`config.mk`:
```
export PLATFORM = sky130hd
export DESIGN_NAME = ilc_cpu_level_ctrl
export DESIGN_NICKNAME = d
export VERILOG_FILES = /design/src/rtl/ilc_pkg.sv /design/src/rtl/ilc_pend_regs.sv /design/src/rtl/ilc_lvl_merge.sv /design/src/rtl/ilc_cpu_level_ctrl.sv
export SDC_FILE = /design/constraint.sdc
export NUM_CORES = 1
export LEC_CHECK = 0
export BUFFER_PORTS_ARGS = -buffer_cell sky130_fd_sc_hd__buf_2
export CORE_UTILIZATION = 41
export CTS_CLUSTER_SIZE = 28
export DETAILED_ROUTE_END_ITERATION = 10
export PLACE_DENSITY = 0.84
export SYNTH_ARGS = -nofsm -noshare
export SYNTH_HDL_FRONTEND = slang
export SYNTH_HIERARCHICAL = 1
export SYNTH_SLANG_ARGS = --single-unit
```
`constraint.sdc`:
```
create_clock -name clk -period 1.25 [get_ports clk]
set_input_delay 0.1875 -clock clk [delete_from_list [all_inputs] [get_ports clk]]
set_output_delay 0.1875 -clock clk [all_outputs]
set_load 0.02 [all_outputs]
```
`src/rtl/ilc_pkg.sv`:
```
// Package: shared constants and slot encoding for the per-CPU interrupt
// level controller. Assumes a 32-bit word and fifteen levels (1..15).
package ilc_pkg;
    localparam int WORD_W     = 32;
    localparam int NUM_LVL    = 15;
    localparam int SOFT_SHIFT = 16;
    localparam int TMR_BIT    = 14;
    localparam int L15_BIT    = 15;

    localparam logic [WORD_W-1:0] SET_MASK = 32'hFFFE_0000;
    localparam logic [WORD_W-1:0] CLR_MASK = 32'hFFFE_8000;

    typedef enum logic [1:0] {
        SLOT_PEND = 2'd0,
        SLOT_CLR  = 2'd1,
        SLOT_SET  = 2'd2,
        SLOT_NONE = 2'd3
    } slot_e;
endpackage

```
`src/rtl/ilc_pend_regs.sv`:
```
// Module: pending-word storage. Holds the software bits, the timer copy and
// the edge-tracked level-15 bit, applies set/clear writes, and builds the
// read view, with routed hard levels ORed in combinationally.
// Assumes one write per cycle and a single decoded slot.
module ilc_pend_regs
    import ilc_pkg::*;
(
    input  logic                 clk,
    input  logic                 rst_n,
    input  logic                 wr,
    input  slot_e                slot,
    input  logic [WORD_W-1:0]    wdata,
    input  logic                 tmr_req,
    input  logic                 lvl15_req,
    input  logic [NUM_LVL:1]     routed_lvl,
    output logic [NUM_LVL:1]     soft_lv,
    output logic                 tmr_q,
    output logic                 l15_q,
    output logic [WORD_W-1:0]    pend_view
);
    localparam int SOFT_LO = SOFT_SHIFT + 1;

    logic             set_hit;
    logic             clr_hit;
    logic [WORD_W-1:0] set_bits;
    logic [WORD_W-1:0] clr_bits;
    logic             l15_prev;
    logic             unused_bits;

    assign set_hit  = wr && (slot == SLOT_SET);
    assign clr_hit  = wr && (slot == SLOT_CLR);
    assign set_bits = wdata & SET_MASK;
    assign clr_bits = wdata & CLR_MASK;
    assign unused_bits = ^{set_bits[SOFT_SHIFT:0], clr_bits[SOFT_SHIFT:0]};

    // Software bits: set and clear through their own slots.
    always_ff @(posedge clk) begin
        if (!rst_n)
            soft_lv <= '0;
        else if (set_hit)
            soft_lv <= soft_lv | set_bits[WORD_W-1:SOFT_LO];
        else if (clr_hit)
            soft_lv <= soft_lv & ~clr_bits[WORD_W-1:SOFT_LO];
    end

    // Timer bit: a registered copy of the request level.
    always_ff @(posedge clk) begin
        if (!rst_n) tmr_q <= 1'b0;
        else        tmr_q <= tmr_req;
    end

    // Level-15 bit: set on rising request, cleared on falling or by software.
    always_ff @(posedge clk) begin
        if (!rst_n) begin
            l15_prev <= 1'b0;
            l15_q    <= 1'b0;
        end else begin
            l15_prev <= lvl15_req;
            if (lvl15_req && !l15_prev)
                l15_q <= 1'b1;
            else if (!lvl15_req && l15_prev)
                l15_q <= 1'b0;
            else if (clr_hit && clr_bits[L15_BIT])
                l15_q <= 1'b0;
        end
    end

    // Read view: stored bits plus live hard levels.
    always_comb begin
        pend_view = '0;
        pend_view[WORD_W-1:SOFT_LO] = soft_lv;
        pend_view[L15_BIT] = l15_q;
        pend_view[TMR_BIT] = tmr_q;
        pend_view[NUM_LVL:1] = pend_view[NUM_LVL:1] | routed_lvl;
    end

    assert_set_soft_only_R2: assert property (@(posedge clk) disable iff (!rst_n)
        set_hit |=> ((soft_lv & $past(wdata[WORD_W-1:SOFT_LO])) == $past(wdata[WORD_W-1:SOFT_LO])));

    assert_clear_soft_R3: assert property (@(posedge clk) disable iff (!rst_n)
        clr_hit |=> ((soft_lv & $past(wdata[WORD_W-1:SOFT_LO])) == '0));

    assert_timer_follow_R6: assert property (@(posedge clk) disable iff (!rst_n)
        $past(rst_n) |-> (tmr_q == $past(tmr_req)));

    assert_l15_rise_R7: assert property (@(posedge clk) disable iff (!rst_n)
        (lvl15_req && !l15_prev) |=> l15_q);

    assert_l15_fall_R7: assert property (@(posedge clk) disable iff (!rst_n)
        (!lvl15_req && l15_prev) |=> !l15_q);
endmodule

```
`src/rtl/ilc_lvl_merge.sv`:
```
// Module: merges routed hard levels, software levels and the master-gated
// timer and level-15 bits into the level vector, one register per line.
// Assumes all inputs are synchronous to clk.
module ilc_lvl_merge
    import ilc_pkg::*;
(
    input  logic             clk,
    input  logic             rst_n,
    input  logic [NUM_LVL:1] routed_lvl,
    input  logic [NUM_LVL:1] soft_lv,
    input  logic             tmr_q,
    input  logic             l15_q,
    input  logic             master_off,
    output logic [NUM_LVL:1] cpu_lvl
);
    logic [NUM_LVL:1] gated_lv;
    logic [NUM_LVL:1] lvl_next;

    // Timer and level-15 bits pass only while master-off is low.
    always_comb begin
        gated_lv = '0;
        if (!master_off) begin
            gated_lv[L15_BIT] = l15_q;
            gated_lv[TMR_BIT] = tmr_q;
        end
    end

    assign lvl_next = routed_lvl | soft_lv | gated_lv;

    for (genvar n = 1; n <= NUM_LVL; n++) begin : g_line
        // One output flop per level, loaded only when its value changes.
        always_ff @(posedge clk) begin
            if (!rst_n)
                cpu_lvl[n] <= 1'b0;
            else if (cpu_lvl[n] != lvl_next[n])
                cpu_lvl[n] <= lvl_next[n];
        end
    end

    assert_master_masks_R8: assert property (@(posedge clk) disable iff (!rst_n)
        (master_off && !routed_lvl[TMR_BIT] && !soft_lv[TMR_BIT] &&
         !routed_lvl[L15_BIT] && !soft_lv[L15_BIT]) |=> (cpu_lvl[L15_BIT:TMR_BIT] == 2'b00));

    assert_soft_drives_R5: assert property (@(posedge clk) disable iff (!rst_n)
        $past(rst_n) |-> ((cpu_lvl & $past(soft_lv)) == $past(soft_lv)));

    assert_no_glitch_R10: assert property (@(posedge clk) disable iff (!rst_n)
        ($past(rst_n) && lvl_next == $past(lvl_next)) |=> $stable(cpu_lvl));

    assert_reset_clear_R1: assert property (@(posedge clk)
        !rst_n |=> (cpu_lvl == '0));
endmodule

```
`src/rtl/ilc_cpu_level_ctrl.sv`:
```
// Module: top of the per-CPU interrupt level controller. Decodes the
// word-indexed register window and connects storage to the merge stage.
// Assumes word-only accesses; the two low address bits are ignored.
module ilc_cpu_level_ctrl
    import ilc_pkg::*;
#(
    parameter int ADDR_W = 4
) (
    input  logic              clk,
    input  logic              rst_n,
    input  logic [ADDR_W-1:0] bus_addr,
    input  logic              bus_wr,
    input  logic [31:0]       bus_wdata,
    output logic [31:0]       bus_rdata,
    input  logic [15:1]       routed_lvl,
    input  logic              master_off,
    input  logic              tmr_req,
    input  logic              lvl15_req,
    output logic [15:1]       cpu_lvl
);
    localparam int SLOT_LO = 2;

    slot_e             slot;
    logic [WORD_W-1:0] pend_view;
    logic [NUM_LVL:1]  soft_lv;
    logic              tmr_q;
    logic              l15_q;
    logic              unused_addr;

    assign slot        = slot_e'(bus_addr[SLOT_LO+1:SLOT_LO]);
    assign unused_addr = ^bus_addr[SLOT_LO-1:0];

    // Read mux: only the pending slot returns data.
    always_comb begin
        bus_rdata = (slot == SLOT_PEND) ? pend_view : '0;
    end

    ilc_pend_regs u_regs (
        .clk        (clk),
        .rst_n      (rst_n),
        .wr         (bus_wr),
        .slot       (slot),
        .wdata      (bus_wdata),
        .tmr_req    (tmr_req),
        .lvl15_req  (lvl15_req),
        .routed_lvl (routed_lvl),
        .soft_lv    (soft_lv),
        .tmr_q      (tmr_q),
        .l15_q      (l15_q),
        .pend_view  (pend_view)
    );

    ilc_lvl_merge u_merge (
        .clk        (clk),
        .rst_n      (rst_n),
        .routed_lvl (routed_lvl),
        .soft_lv    (soft_lv),
        .tmr_q      (tmr_q),
        .l15_q      (l15_q),
        .master_off (master_off),
        .cpu_lvl    (cpu_lvl)
    );
endmodule

```
# [Word-level counts from Yosys, hierarchy flattened]
# Cells that the tools add are included.
[word_totals] reg_bits=33 output_inout_bits=47 wordCells=59 inputBits=57
[op_classes] n_bitwise=6 n_eq_ne=17 reduce_logical=10 mux=7
[op_table] op="$or A15 B15 Y15" n=4
[op_table] op="$mux W32" n=1
[op_table] op="$mux W15" n=2
[op_table] op="$and A15 B15 Y15" n=1
[op_table] op="$ne A1 B1 Y1" n=15
[op_table] op="$not A15 Y15" n=1
[op_table] op="$logic_and A1 B1 Y1" n=5
[op_table] op="$mux W1" n=3
[op_table] op="$reduce_bool A3 Y1" n=1
[op_table] op="$eq A2 B1 Y1 const B" n=1
[op_table] op="$eq A2 B2 Y1 const B" n=1
[op_table] op="$logic_not A1 Y1" n=2
[op_table] op="$logic_not A2 Y1" n=1
[op_table] op="$mux W2" n=1
[op_table] op="$reduce_bool A2 Y1" n=1

# [Longest topological paths before layout]
[depth] ltp_word=6 ltp_mapped=5 depth_no_buf=5

# [By module]
# Netlist, hierarchy kept.
[by_module_without_submodules] mod="ilc_pend_regs" cells_per_inst=143 seq_area_each_um2=360.3 area_per_inst_um2=1138.6 n_inst=1
[by_module_without_submodules] mod="ilc_cpu_level_ctrl" cells_per_inst=38 seq_area_each_um2=0.0 area_per_inst_um2=457.9 n_inst=1
[by_module_without_submodules] mod="ilc_lvl_merge" cells_per_inst=33 seq_area_each_um2=300.3 area_per_inst_um2=441.7 n_inst=1

# [Least setup slack after synthesis]
# No wires, ideal clock.
[synth_timing] path_kind="flip-flop to output port" start="register with a tool-made name" end="output port bus_rdata[29]" required_ps=1062 stages_incl_launch_ff=2 setup_slack_ps=192 path_buffers=0 t_arrival_ps=870 path_cell_list="dfxtp_1 -> nor3b_1"
[synth_lines] element="end: declaration" line_no="ilc_cpu_level_ctrl.sv:14" source="output logic [31:0] bus_rdata,"

# [Final worst setup path]
[layout_timing] start="register u_regs.l15_q" end="output port bus_rdata[15]"
[layout_between] elab_chain_len=2
[layout_lines] element="start: declaration" line_no="ilc_pend_regs.sv:18" source="output logic l15_q,"
[layout_lines] element="start signal: assignment" line_no="ilc_pend_regs.sv:56" source="l15_q <= 1'b0;"
[layout_lines] element="start signal: assignment" line_no="ilc_pend_regs.sv:60" source="l15_q <= 1'b1;"
[layout_lines] element="start signal: assignment" line_no="ilc_pend_regs.sv:62" source="l15_q <= 1'b0;"
[layout_lines] element="$or A15 B15 Y15" line_no="ilc_pend_regs.sv:74" source="pend_view[NUM_LVL:1] = pend_view[NUM_LVL:1] | routed_lvl;"
[layout_lines] element="net pend_view[15]" line_no="ilc_cpu_level_ctrl.sv:24" source="logic [WORD_W-1:0] pend_view;"
[layout_lines] element="$mux W32" line_no="ilc_cpu_level_ctrl.sv:35" source="bus_rdata = (slot == SLOT_PEND) ? pend_view : '0;"
# The timed path passes the listed nets, and every way through them passes these cells.

==> metrics <==
Fmax achieved=approximately 770 MHz; first-pass GRT wire length=a little under 7 mm; number of port buffers=83; failing checks=negative setup slack; P&R area growth vs syn=21.73%; layout cell share with drive strength beyond 1=0.5279; run status=complete, but fails checks; DR vias/cell=4.953; Iter 0 DRT Violations=68; I/O Pins=104; Cell variety after synth=24; # H-tree levels=2; clk_lat worst skew=0.27 ns; root buffer cell=clkbuf_8; Hold Path End=u_merge/cpu_lvl[9]; maximum clock insertion buffer count=2; Total GRT Usage=0.1697; crit path from=u_regs/l15_q; CTS tree=yes; Final Skew=0.002448 ns; initial core utilization=0.4287; FP Rows=25; post-synthesis cell area=2038 um2; Post-Route WL=4.606 mm; endpoint class of the critical path=output port; vias in the first global route=~1,500; commonest non-fill, non-tap cell in the layout=buf_2; LEAKAGE=1.065 nW; reg-to-reg endpoint=u_regs/l15_q; Core Box Area=between 4000 and 5000 um2; Remaining DRCs=0; Pint=2.020 mW; routed len/inst=13.67 um; max-capacitance violation count=0; Reg power frac=0.428; most frequent cells in the layout=77 x buf_2, 30 x nor3b_2, 24 x dfxtp_1; fin cells=337; startpoint types=flip-flop; DR pass1 iterations=4; Switching Fraction=0.2562; reg2reg start=u_regs/l15_prev; Final Hold Viols=0; min Tclk post-route=1.306 ns; Die W=72.51 um; die height=72.51 um; Avg Cell Area, Syn=9.524 um2; Worst Hold Class=input pin to flip-flop; Max rail drop VDD=around 470 uV; synth top area cells=dfxtp_1 32%, nor3b_2 18%, buf_4 12%, a21boi_1 5.5%, o21a_1 4.8%; grt ovf=0; NetSw=a little under 0.7 mW; reg2reg setup slack=0.24 ns; Final setup viols=2; clock transition at the registers of the reported paths=0.07 ns; Clk pwr share=0.374; Slew Viols, Final=0; RePlAce Congestion=0.7459; antenna violations before repair=1; total chip power=2.716 mW; CTS Hold Bufs=0; Worst EP required=1.06 ns; CP max FO=2; PwrDens=between 1000 and 1500 nW/um2; Worst Path Arrival=about 1.1 ns; largest net degree at the start of global routing=35; combinational power share=0.199; fillcell total=about 460; classification of the worst setup path=flip-flop to output port; HP Start=routed_lvl[9]; Cells after DPL=327; dpl ws=0.1439 ns; DR vias=between 1,500 and 2,000; Yosys top cell area share=0.3241; Final nets=326; clock sink count=33; flop and latch count out of synthesis=33; Final Cycle Share=1.044; RSZ-0062 raised after global routing=true; Ys Warns=6; dpl hpwl=3.330 mm; Synth area leader=dfxtp_1; Routed Antenna Nets=0; die area=5257 um2; R2R depth=4; fraction of the yosys area taken by sequential cells=0.3241; WHS Path Cells=2; setup ws final=-0.05560 ns; CTS buffer count=5; worst hold margin=0.1132 ns; Post-Synthesis Cells=214
## worst max path at each step
stage | slack, ns | to | cells after the start
3_5_place_dp | 0.14 | flip-flop | 5
3_3_place_gp | 0.17 | bus_rdata[15] | 3
4_1_cts | -0.07 | bus_rdata[15] | 3
6_report | -0.06 | bus_rdata[15] | 3
2_1_floorplan | 0.19 | bus_rdata[29] | 1
5_1_grt | -0.09 | bus_rdata[15] | 3
## cell usage after synthesis
library cell / instances
buf_4: 33
dfxtp_1: 33
nor3b_2: 30
nand2_1: 16
a21boi_1: 15
a31oi_1: 15
o21ai_0: 15
or2_0: 15
o21a_1: 13
buf_6: 7
clkbuf_1: 3
and2_1: 2
buf_2: 2
nor2b_1: 2
nor3b_1: 2
o31a_2: 2
or2_2: 2
a21oi_1: 1
a41o_1: 1
clkbuf_2: 1
conb_1: 1
ha_1: 1
inv_1: 1
nand4b_1: 1
## layout make-up
class | instances | area (um2) | share of cell area
timing repair buffer | 92 | 573.1 | 0.2310
clock inverter | 1 | 30.03 | 0.01210
inverter | 1 | 3.754 | 0.001513
sequential | 33 | 671.9 | 0.2708
tap | 67 | 83.83 | 0.03379
antenna | 1 | 2.502 | 0.001009
clock buffer | 7 | 86.33 | 0.03480
multi-input combinational | 135 | 1030 | 0.4150
## power groups by stage
stage	Combinational, mW	Sequential, mW	Clock [mW]
final	0.539	1.16	1.01
after global routing	0.582	1.17	1.08
after CTS	0.538	1.16	1.04
after detailed placement	0.526	1.18	0
after global placement	0.508	1.18	0
after floorplan	0.361	1.21	0
## routing by layer
metal  global-route usage  vias to the layer above  wire length [um]
li1                     -                      823                 -
met1               0.2041                      789              1953
met2               0.2825                       53              2307
met3              0.05417                        4               300
met4              0.06318                        0                44
met5                    0                        -                 0
## through the flow
stage | util | area [um2] | TNS, ns
after global placement | 0.4887 | 2323 | 0
after CTS | 0.5179 | 2462 | -0.1123
after global routing | 0.5213 | 2479 | -0.1678
final | 0.5218 | 2481 | -0.08393
after detailed placement | 0.4887 | 2323 | 0
after floorplan | - | 2042 | 0
## logic make-up after synthesis
| family | Yosys count | share of synthesized area |
|---|---|---|
| AO/OA/AOI/OAI | 62 | 0.2032 |
| adder cells (fa/ha/maj) | 1 | 0.006138 |
| buffers and inverters | 47 | 0.1750 |
| flip-flops | 33 | 0.3241 |
| other | 1 | 0.001840 |
| AND/OR/NAND/NOR | 70 | 0.2897 |
## timing repair
action,in CTS,in global routing
endpoints found under the setup margin,4,11
setup buffers,1,0
resized for setup,7,10
pin swaps,1,0
cloned,0,0
## critical path, cell delays in order (launching register included)
cell and delay (ns):
dfxtp_2 0.33, or2_4 0.21, nor3b_2 0.15, buf_4 0.16
No activity file was read; power rests on OpenSTA's default activity.
